**config.mk**
```make
export PLATFORM = sky130hd
export DESIGN_NAME = loop_seq
export DESIGN_NICKNAME = d
export VERILOG_FILES = /design/src/rtl/loop_seq_pkg.sv /design/src/rtl/loop_stack.sv /design/src/rtl/loop_match.sv /design/src/rtl/loop_pc_sel.sv /design/src/rtl/loop_seq.sv
export SDC_FILE = /design/constraint.sdc
export NUM_CORES = 1
export LEC_CHECK = 0
export ABC_AREA = 1
export BUFFER_PORTS_ARGS = -buffer_cell sky130_fd_sc_hd__buf_2
export CAP_MARGIN = 40
export CORE_UTILIZATION = 45
export CTS_BUF_LIST = sky130_fd_sc_hd__clkbuf_16
export DETAILED_ROUTE_END_ITERATION = 7
export SLEW_MARGIN = 20
export SYNTH_ARGS = -nofsm -noshare
export SYNTH_HDL_FRONTEND = slang
export SYNTH_SLANG_ARGS = --single-unit
export TNS_END_PERCENT = 100
```
**constraint.sdc**
```tcl
create_clock -name clk -period 5 [get_ports clk]
set_input_delay 0.5 -clock clk [delete_from_list [all_inputs] [get_ports clk]]
set_output_delay 0.5 -clock clk [all_outputs]
set_load 0.1 [all_outputs]
```
**src/rtl/loop_seq_pkg.sv**
```systemverilog
package loop_seq_pkg;

   typedef enum logic {
      MODE_COUNT = 1'b0,
      MODE_UNTIL = 1'b1
   } loop_mode_e;

   typedef enum logic [1:0] {
      STK_HOLD = 2'd0,
      STK_PUSH = 2'd1,
      STK_POP  = 2'd2,
      STK_DEC  = 2'd3
   } stk_op_e;

endpackage

```
**src/rtl/loop_stack.sv**
```systemverilog
module loop_stack
   import loop_seq_pkg::*;
#(
   parameter int AW    = 16,
   parameter int CW    = 8,
   parameter int DEPTH = 4,
   localparam int LW   = $clog2(DEPTH + 1)
) (
   input  logic          clk,
   input  logic          rst_n,
   input  stk_op_e       op,
   input  logic [AW-1:0] push_head,
   input  logic [AW-1:0] push_last,
   input  logic [CW-1:0] push_count,
   input  loop_mode_e    push_mode,
   output logic [AW-1:0] top_head,
   output logic [AW-1:0] top_last,
   output logic [CW-1:0] top_count,
   output loop_mode_e    top_mode,
   output logic [LW-1:0] level,
   output logic          empty,
   output logic          full
);

   logic [AW-1:0] head_a  [DEPTH];
   logic [AW-1:0] last_a  [DEPTH];
   logic [CW-1:0] count_a [DEPTH];
   loop_mode_e    mode_a  [DEPTH];

   assign empty = (level == '0);
   assign full  = (level == LW'(DEPTH));

   always_ff @(posedge clk or negedge rst_n) begin
      if (!rst_n) begin
         level <= '0;
      end else if (op == STK_PUSH && !full) begin
         level <= level + LW'(1);
      end else if (op == STK_POP && !empty) begin
         level <= level - LW'(1);
      end
   end

   for (genvar i = 0; i < DEPTH; i++) begin : g_lvl
      logic [AW-1:0] head_q;
      logic [AW-1:0] last_q;
      logic [CW-1:0] count_q;
      loop_mode_e    mode_q;

      always_ff @(posedge clk or negedge rst_n) begin
         if (!rst_n) begin
            head_q  <= '0;
            last_q  <= '0;
            count_q <= '0;
            mode_q  <= MODE_COUNT;
         end else if (op == STK_PUSH && level == LW'(i)) begin
            head_q  <= push_head;
            last_q  <= push_last;
            count_q <= push_count;
            mode_q  <= push_mode;
         end else if (op == STK_DEC && level == LW'(i + 1)) begin
            count_q <= count_q - CW'(1);
         end
      end

      assign head_a[i]  = head_q;
      assign last_a[i]  = last_q;
      assign count_a[i] = count_q;
      assign mode_a[i]  = mode_q;
   end

   always_comb begin
      top_head  = '0;
      top_last  = '0;
      top_count = '0;
      top_mode  = MODE_COUNT;
      for (int k = 0; k < DEPTH; k++) begin
         if (level == LW'(k + 1)) begin
            top_head  = head_a[k];
            top_last  = last_a[k];
            top_count = count_a[k];
            top_mode  = mode_a[k];
         end
      end
   end

endmodule

```
**src/rtl/loop_match.sv**
```systemverilog
module loop_match
   import loop_seq_pkg::*;
#(
   parameter int AW = 16,
   parameter int CW = 8
) (
   input  logic          active,
   input  logic [AW-1:0] pc,
   input  logic [AW-1:0] top_head,
   input  logic [AW-1:0] top_last,
   input  logic [CW-1:0] top_count,
   input  loop_mode_e    top_mode,
   input  logic          cond_in,
   input  logic          branch_valid,
   input  logic [AW-1:0] branch_target,
   output logic          at_last,
   output logic          finishing,
   output logic          br_leaves
);

   assign at_last   = active && (pc == top_last);
   assign finishing = (top_mode == MODE_UNTIL) ? cond_in : (top_count == CW'(1));
   assign br_leaves = active && branch_valid &&
                      ((branch_target < top_head) || (branch_target > top_last));

endmodule

```
**src/rtl/loop_pc_sel.sv**
```systemverilog
module loop_pc_sel #(
   parameter int AW = 16
) (
   input  logic [AW-1:0] pc,
   input  logic          branch_valid,
   input  logic [AW-1:0] branch_target,
   input  logic          take_back,
   input  logic [AW-1:0] top_head,
   output logic [AW-1:0] next_pc
);

   always_comb begin
      if (branch_valid)   next_pc = branch_target;
      else if (take_back) next_pc = top_head;
      else                next_pc = pc + AW'(1);
   end

endmodule

```
**src/rtl/loop_seq.sv**
```systemverilog
module loop_seq
   import loop_seq_pkg::*;
#(
   parameter int AW    = 16,
   parameter int CW    = 8,
   parameter int DEPTH = 4,
   localparam int LW   = $clog2(DEPTH + 1)
) (
   input  logic          clk,
   input  logic          rst_n,
   input  logic [AW-1:0] pc,
   input  logic          do_start,
   input  logic [AW-1:0] do_end,
   input  logic [CW-1:0] do_count,
   input  logic          do_until,
   input  logic          cond_in,
   input  logic          branch_valid,
   input  logic [AW-1:0] branch_target,
   input  logic          abort,
   output logic [AW-1:0] next_pc,
   output logic          loop_active,
   output logic          overflow
);

   if (AW < 2)    begin : g_bad_aw    $error("loop_seq: AW must be at least 2");    end
   if (CW < 1)    begin : g_bad_cw    $error("loop_seq: CW must be at least 1");    end
   if (DEPTH < 1) begin : g_bad_depth $error("loop_seq: DEPTH must be at least 1"); end

   stk_op_e       stk_op;
   logic [AW-1:0] top_head;
   logic [AW-1:0] top_last;
   logic [CW-1:0] top_count;
   loop_mode_e    top_mode;
   logic [LW-1:0] stk_level;
   logic          stk_empty;
   logic          stk_full;
   logic          at_last;
   logic          loop_finish;
   logic          br_leaves;
   logic          plain_cycle;
   logic          take_back;
   logic          refuse_do;

   assign loop_active = !stk_empty;
   assign plain_cycle = !abort && !branch_valid && !do_start;
   assign take_back   = plain_cycle && at_last && !loop_finish;
   assign refuse_do   = !abort && !branch_valid && do_start && stk_full;

   loop_stack #(.AW(AW), .CW(CW), .DEPTH(DEPTH)) u_stack (
      .clk        (clk),
      .rst_n      (rst_n),
      .op         (stk_op),
      .push_head  (pc + AW'(1)),
      .push_last  (do_end),
      .push_count (do_count),
      .push_mode  (do_until ? MODE_UNTIL : MODE_COUNT),
      .top_head   (top_head),
      .top_last   (top_last),
      .top_count  (top_count),
      .top_mode   (top_mode),
      .level      (stk_level),
      .empty      (stk_empty),
      .full       (stk_full)
   );

   loop_match #(.AW(AW), .CW(CW)) u_match (
      .active        (loop_active),
      .pc            (pc),
      .top_head      (top_head),
      .top_last      (top_last),
      .top_count     (top_count),
      .top_mode      (top_mode),
      .cond_in       (cond_in),
      .branch_valid  (branch_valid),
      .branch_target (branch_target),
      .at_last       (at_last),
      .finishing     (loop_finish),
      .br_leaves     (br_leaves)
   );

   loop_pc_sel #(.AW(AW)) u_pc_sel (
      .pc            (pc),
      .branch_valid  (branch_valid),
      .branch_target (branch_target),
      .take_back     (take_back),
      .top_head      (top_head),
      .next_pc       (next_pc)
   );

   // One stack action per cycle: abort, then branch, then setup, then last-address match.
   always_comb begin
      stk_op = STK_HOLD;
      if (abort) begin
         if (loop_active) stk_op = STK_POP;
      end else if (branch_valid) begin
         if (br_leaves) stk_op = STK_POP;
      end else if (do_start) begin
         if (!stk_full) stk_op = STK_PUSH;
      end else if (at_last) begin
         if (loop_finish)                stk_op = STK_POP;
         else if (top_mode == MODE_COUNT) stk_op = STK_DEC;
      end
   end

   always_ff @(posedge clk or negedge rst_n) begin
      if (!rst_n)         overflow <= 1'b0;
      else if (refuse_do) overflow <= 1'b1;
   end

endmodule

```
==> results by group, run 1 <==
Placed design
  • # port buffers: 80
  • Total half-perimeter wirelength after legalization and detailed placement: 22000 microns
  • Routability cong.: about 0.86
  • Placed cell count: 1830

Final layout
  • Final nets: 1643
  • Filler cells: approximately 2300
  • ANT cells: 0
  • Core utilization of the finished layout: 52.5%
  • Leading cell type in the layout, fill and taps excluded: nand2_1
  • Sequential cell area: ~0.0042 sq mm
  • Count of non-filler cells in the finished layout: 1861
  • Multi-input logic area: roughly 0.0054 sq mm
  • Commonest cells after routing, fill and taps aside: nand2_1 (594), dfrtp_1 (167), nand3_1 (141), inv_1 (126), o21ai_0 (79)
  • Fraction of layout cells with a size suffix above 1: 10.9%
  • Synthesis-to-layout area growth: 13.7%

Power
  • Power density normalized to cell area: 589 mW/mm^2
  • Maximum vdd drop: between 0.0002 and 0.0003 V
  • Standby leakage power: 6.25 nW

Critical path
  • Largest stage delay on the critical path: 0.43 ns
  • Most used cell, CP: nand2_1
  • Startpoint kind of the worst setup timing path: register
  • Req. time, crit path: 4.50 ns
  • WP data arrival: 4.12 ns
  • Type of the worst setup path: register to output pin
  • CP max-delay cell: dfrtp_1
  • Sequence of cells on the critical path: inv_1 -> ha_2 -> inv_4 -> nor2_4 -> buf_4 -> nand2_1 -> nand2_1 -> nand2_1 -> nand2_1 -> nand2_1 -> nand2_1 -> nand2_1 -> nor2_1 -> nand2_1 -> nor2_2 -> and2_1 -> nand2_1 -> inv_4 -> o21ai_0 -> o21ai_1 -> buf_12
  • Category of the worst setup path capture point: output pin
  • Worst-path fanout max: 27

Synthesis
  • EDFF count, synth: 0
  • Area share of the leading cell type in the synthesized netlist: 39.8%
  • Count of yosys warnings during synthesis: 0
  • Share of synthesized registers carrying an async set or reset: 100%
  • Share of the yosys chip area belonging to registers: between 30% and 40%
  • Register bit total from synthesis: 168
  • Post-Syn Area per Cell: 7.12 sq um
  • Combined area of all synthesized cells: 0.0106 sq mm
  • Most used flip-flop cell after synthesis: dfrtp_1
  • Synth cell types: 40
  • Synth Instances: approximately 1500
  • Cell type with the highest aggregate area in the netlist: dfrtp_1
  • Number of nets in the synthesized netlist: approximately 1600
  • Ranking of synthesized cells by area: dfrtp_1 (40%), nand2_1 (21%), nand3_1 (6.7%)

Timing
  • Post-layout min period: between 4 and 5 ns
  • Final worst clock skew: 0.0156 ns
  • Worst-margin pin slew: just over 0.7 ns
  • Unrepaired setup endpoints after global routing: false
  • Worst relative slew slack: 52.8%
  • Sum of negative setup slack: 0 ns
  • Final cycle utilization of the critical path: 92.5%
  • Setup-failing EPs final: 0
  • Final count of pins violating max slew: 0
  • Final hold violation count: 0
  • Upper clock frequency limit: 216 MHz

Drt
  • Number of remaining DRC errors: 0
  • Routed via count: 9762
  • Final WL: 32000 microns
  • Iteration-0 DRC count of the detailed router: 823
  • Vias per inst: 5.25
  • Routed WL per cell: 17.2 microns
  • DRT antenna net count: 0
  • Detailed Routing Iterations Pass 1: 5

Floorplan
  • Count of standard-cell rows: 55
  • Horizontal die dimension: 155 microns
  • Initial core utilization: 46.2%
  • Die footprint: 0.0241 sq mm
  • Number of placed I/O pins: a little over 80
  • Placeable Area: 0.0228 sq mm
  • Height of the die: 155 microns

Global routing
  • Largest net degree at the start of global routing: 82
  • Wire length of the first global-routing pass: 51400 microns
  • Leftover overflow at the end of global routing: 0
  • Via count of the first global-routing pass: 9219
  • Global-route total usage across every layer: between 20% and 30%
  • Initial antenna violation count: 0

Clocking
  • Clock latency at the later pin of the worst-skew pair: 0.44 ns
  • H-tree level count: 4
  • Root buffer selected by CTS: clkbuf_16
  • TritonCTS clock tree: done
  • Max clock buf depth: 2
  • Clock tree sinks: 168
  • Clock transition at path regs: 0.07 ns
  • Number of CTS-inserted buffers: 17

Min path
  • Path type of the worst min-delay path: input pin to register

Outcome
  • Status: complete, no violations

Run
  • Count of max-cap constraint violations: 0
-- final timing paths --
check | slack [ns] | start | cells past startpoint | to
min in group asynchronous | 0.41 | rst_n | 2 | u_stack.g_lvl[0].last_q[6]$_DFFE_PN0P_
setup / recovery | 0.38 | u_stack.level[0]$_DFFE_PN0P_ | 21 | next_pc[7]
hold reg to reg | 0.47 | u_stack.g_lvl[0].head_q[1]$_DFFE_PN0P_ | 2 | u_stack.g_lvl[0].head_q[1]$_DFFE_PN0P_
max in group asynchronous | 3.32 | rst_n | 4 | u_stack.level[2]$_DFFE_PN0P_
hold / removal | 0.31 | do_end[12] | 3 | u_stack.g_lvl[1].last_q[12]$_DFFE_PN0P_
setup reg to reg | 0.77 | u_stack.level[0]$_DFFE_PN0P_ | 23 | u_stack.g_lvl[1].count_q[0]$_DFFE_PN0P_
-- cells in the mapped netlist, types with 3 or more instances --
library cell and count:
nand3_1 141, o21ai_1 35, o22ai_1 14, nand2_4 7, nand3b_1 6, nand3_4 3, nor2_1 60, inv_4 4
clkbuf_1 17, inv_1 125, nand2_1 594, buf_2 23, buf_4 8, nand2_2 4, ha_1 42, inv_2 6
dfrtp_1 168, nand4_1 10, buf_6 13, xnor2_1 8, o21ai_0 84, a21oi_1 34, nor3_1 15, xor2_1 31
nor4_1 3, nor2_4 4, a211oi_1 3
-- sequential cells by signal (all words and copies together) (netlist names) --
register,flops
u_stack.level,3
u_stack.g_lvl.mode_q,4
u_stack.g_lvl.last_q,64
overflow,1
u_stack.g_lvl.count_q,32
u_stack.g_lvl.head_q,64
-- critical path: cells and delay by family, from the launching register on --
| family | cells | cell delay (ns) |
|---|---|---|
| buffers and inverters | 5 | 0.97 |
| DFF | 1 | 0.43 |
| AOI/OAI and AO/OA | 2 | 0.46 |
| and+or+nand+nor | 13 | 1.40 |
| adders and majority gates | 1 | 0.40 |
-- layout make-up --
class                           count  share of cell area (%)
Clock buffer                       17                    3.55
Clock inverter                     12                    1.69
Inverter                          136                    4.40
Multi-Input combinational cell   1112                    45.2
Sequential cell                   168                    35.1
Tap cell                          313                    3.26
Timing Repair Buffer              103                    6.85
-- layer usage --
| metal | part of all wire [%] | GRT usage [%] | vias to the layer above | wire length, microns |
|---|---|---|---|---|
| met4 | 1.4 | 7.17 | 0 | 459 |
| met5 | 0 | 0 | - | 0 |
| met2 | 44 | 43.3 | 299 | 14200 |
| met3 | 6.2 | 5.10 | 31 | 1980 |
| li1 | - | - | 4829 | - |
| met1 | 48 | 40.5 | 4603 | 15400 |
-- kinds of logic (layout without fill, tap and decap cells) --
logic type | count (synthesis) | count (layout) | synth area share (%)
simple gates | 853 | 853 | 34.3
fa+ha+maj | 42 | 42 | 4.98
xor+xnor | 39 | 39 | 3.24
flops | 168 | 168 | 39.8
buf+inv | 201 | 268 | 8.80
compound gates | 178 | 178 | 8.87
-- stage by stage --
step	setup slack, ns	cell area, sq um	power, mW	hold WS [ns]
detailed placement	0.577	11300	5.58	0.458
global route	0.0248	12000	7.67	0.291
finish	0.377	12000	7.07	0.307
CTS	0.0982	12000	7.07	0.138
global placement	0.620	11300	5.52	0.454
floorplan	0.641	10600	4.71	0.204
-- what timing repair did --
item	4_1_cts	5_1_grt
setup buffers	0	0
hold endpoints to repair	0	3
setup endpoints to repair	0	16
hold buffers	0	1
resized for setup	0	4
-- power by group --
part	switching (mW)	total, mW	internal (mW)
combinational	2.08	3.22	1.14
clock	0.581	1.46	0.880
sequential	0.395	2.38	1.99
No activity file was read; power rests on OpenSTA's default activity.
==> run 2: changes to the inputs <==
==> constraint.sdc (replaced) <==
create_clock -name clk -period 5 [get_ports clk]
set_input_delay 0.25 -clock clk [delete_from_list [all_inputs] [get_ports clk]]
set_output_delay 0.25 -clock clk [all_outputs]
set_load 0.1 [all_outputs]
==> results by group, run 2 (synthesis gave the netlist of run 1 again) <==
Drt
  • DRT antenna net count: 0
  • Routed via count: slightly below 10000
  • Vias per inst: 5.26
  • Routed WL per cell: 17.2 microns
  • Iteration-0 DRC count of the detailed router: 921
  • Number of remaining DRC errors: 0
  • Detailed Routing Iterations Pass 1: 5
  • Final WL: 32000 microns

Clocking
  • Root buffer selected by CTS: clkbuf_16
  • Clock transition at path regs: 0.08 ns
  • TritonCTS clock tree: done
  • Number of CTS-inserted buffers: 17
  • H-tree level count: 4
  • Clock latency at the later pin of the worst-skew pair: ~0.45 ns
  • Max clock buf depth: 2
  • Clock tree sinks: ~170

Power
  • Maximum vdd drop: ~0.0003 V
  • Standby leakage power: 6.20 nW
  • Power density normalized to cell area: 581 mW/mm^2
  • Total power after layout: 6.90 mW

Run
  • Count of max-cap constraint violations: 0

Critical path
  • Type of the worst setup path: register to output pin
  • Req. time, crit path: 4.75 ns
  • Sequence of cells on the critical path: inv_1 -> ha_2 -> inv_4 -> nor2_4 -> buf_4 -> buf_4 -> nand3_1 -> o21ai_0 -> a31oi_1 -> nor3_1 -> o21ai_0 -> nand2_1 -> nor2_1 -> nand2_1 -> inv_2 -> nand2_1 -> o21ai_0 -> o21ai_1 -> buf_2
  • Category of the worst setup path capture point: output pin
  • Startpoint kind of the worst setup timing path: register
  • Largest stage delay on the critical path: roughly 0.45 ns
  • Worst-path fanout max: 27
  • WP data arrival: about 4.4 ns
  • Largest delay contributor family on the critical path: buffers and inverters
  • WP buf/inv: 6
  • CP max-delay cell: buf_2

Timing
  • Final count of pins violating max slew: 0
  • Unrepaired setup endpoints after global routing: false
  • Setup slack of the critical path after layout: 0.332 ns
  • Worst hold margin: about 0.043 ns
  • Final hold violation count: 0
  • Upper clock frequency limit: 214 MHz
  • Setup-failing EPs final: 0
  • Worst relative slew slack: around 53%
  • Sum of negative setup slack: 0 ns
  • Post-layout min period: between 4 and 5 ns
  • Worst-margin pin slew: 0.697 ns
  • Final worst clock skew: 0.0195 ns
  • Final cycle utilization of the critical path: 93.4%

Floorplan
  • Height of the die: 155 microns
  • Count of standard-cell rows: 55
  • Horizontal die dimension: 155 microns
  • Placeable Area: 0.0228 sq mm
  • Number of placed I/O pins: just over 80
  • Die footprint: 0.0241 sq mm
  • Initial core utilization: a little under half

Global routing
  • Largest net degree at the start of global routing: 83
  • Initial antenna violation count: 1
  • Leftover overflow at the end of global routing: 0
  • Via count of the first global-routing pass: 8979
  • Global-route total usage across every layer: 27.8%
  • Wire length of the first global-routing pass: approximately 50000 microns

Final layout
  • Commonest cells after routing, fill and taps aside: nand2_1 (594), dfrtp_1 (168), nand3_1 (141), inv_1 (127), o21ai_0 (82)
  • Count of non-filler cells in the finished layout: between 1500 and 2000
  • Leading cell type in the layout, fill and taps excluded: nand2_1
  • Synthesis-to-layout area growth: 12.5%
  • Fraction of layout cells with a size suffix above 1: 10.7%
  • Final nets: between 1500 and 2000
  • Leading registers by flop count: u_stack.g_lvl.head_q x64, u_stack.g_lvl.last_q x64, u_stack.g_lvl.count_q x32

Min path
  • Path type of the worst min-delay path: input pin to register

Placed design
  • Dpl ws: 0.438 ns
  • Routability cong.: 0.882
  • Placed cell count: 1827
  • # port buffers: 80
  • Total half-perimeter wirelength after legalization and detailed placement: 22200 microns

Outcome
  • Status: complete, no violations
==> run 2: changes by cell type in the layout (fill, tap and decap cells not counted), moves of 2 or more <==
cell,before,now
o21ai_1,40,37
buf_12,15,12
bufinv_16,5,1
inv_8,0,2
clkinv_4,2,4
buf_2,66,69
o21ai_0,79,82
buf_4,19,16
inv_6,2,5
==> run 2: worst min-delay path, stage by stage <==
cell and delay (ns):
buf_2 0.11, nand2_1 0.05, nand2_1 0.05
==> run 2: per-layer routing <==
metal  global-route usage [%]  part of all wire [%]  vias to the layer above
li1                         -                     -                     4843
met1                     40.1                    47                     4581
met2                     42.2                    44                      336
met3                     5.43                   7.4                       36
met4                     8.02                   1.6                        0
met5                        0                     0                        -
==> run 2: path summary, 6_finish.rpt <==
path                                                      endpoint  cells after the start  slack (ns)                                     from
max in group asynchronous   u_stack.g_lvl[2].last_q[9]$_DFFE_PN0P_                      4        3.55                                    rst_n
min                         u_stack.g_lvl[1].last_q[6]$_DFFE_PN0P_                      3        0.04                                do_end[6]
max reg2reg                 u_stack.g_lvl[2].last_q[9]$_DFFE_PN0P_                     23        0.55             u_stack.level[0]$_DFFE_PN0P_
min in group asynchronous   u_stack.g_lvl[3].head_q[3]$_DFFE_PN0P_                      2        0.17                                    rst_n
max                                                     next_pc[6]                     19        0.33             u_stack.level[0]$_DFFE_PN0P_
min reg2reg                u_stack.g_lvl[0].head_q[13]$_DFFE_PN0P_                      2        0.47  u_stack.g_lvl[0].head_q[13]$_DFFE_PN0P_
==> run 2: what timing repair did <==
action / 4_1_cts / 5_1_grt
hold buffers: 1 / 0
endpoints found under the setup margin: 0 / 15
setup buffers: 0 / 0
hold endpoints to repair: 80 / 0
gates resized for setup: 0 / 3
==> run 2: where the power goes <==
group | internal, mW | switching [mW]
logic | 1.12 | 2.08
clock network | 0.699 | 0.623
registers | 1.99 | 0.390
==> run 2: area by class of cell <==
class	count	area, sq um
repair buffers	100	754
clock buffers	17	425
flip-flops and latches	168	4200
clock inverters	15	145
diodes	1	2.50
multi-input cells	1112	5420
fillers	2295	11000
well taps	313	392
inverters	136	526
==> run 2: stage by stage <==
step           util, %  cell area [sq um]
2_1_floorplan        -              10600
3_3_place_gp      49.3              11300
3_5_place_dp      49.3              11300
4_1_cts           51.8              11800
5_1_grt           52.0              11900
6_report          52.0              11900
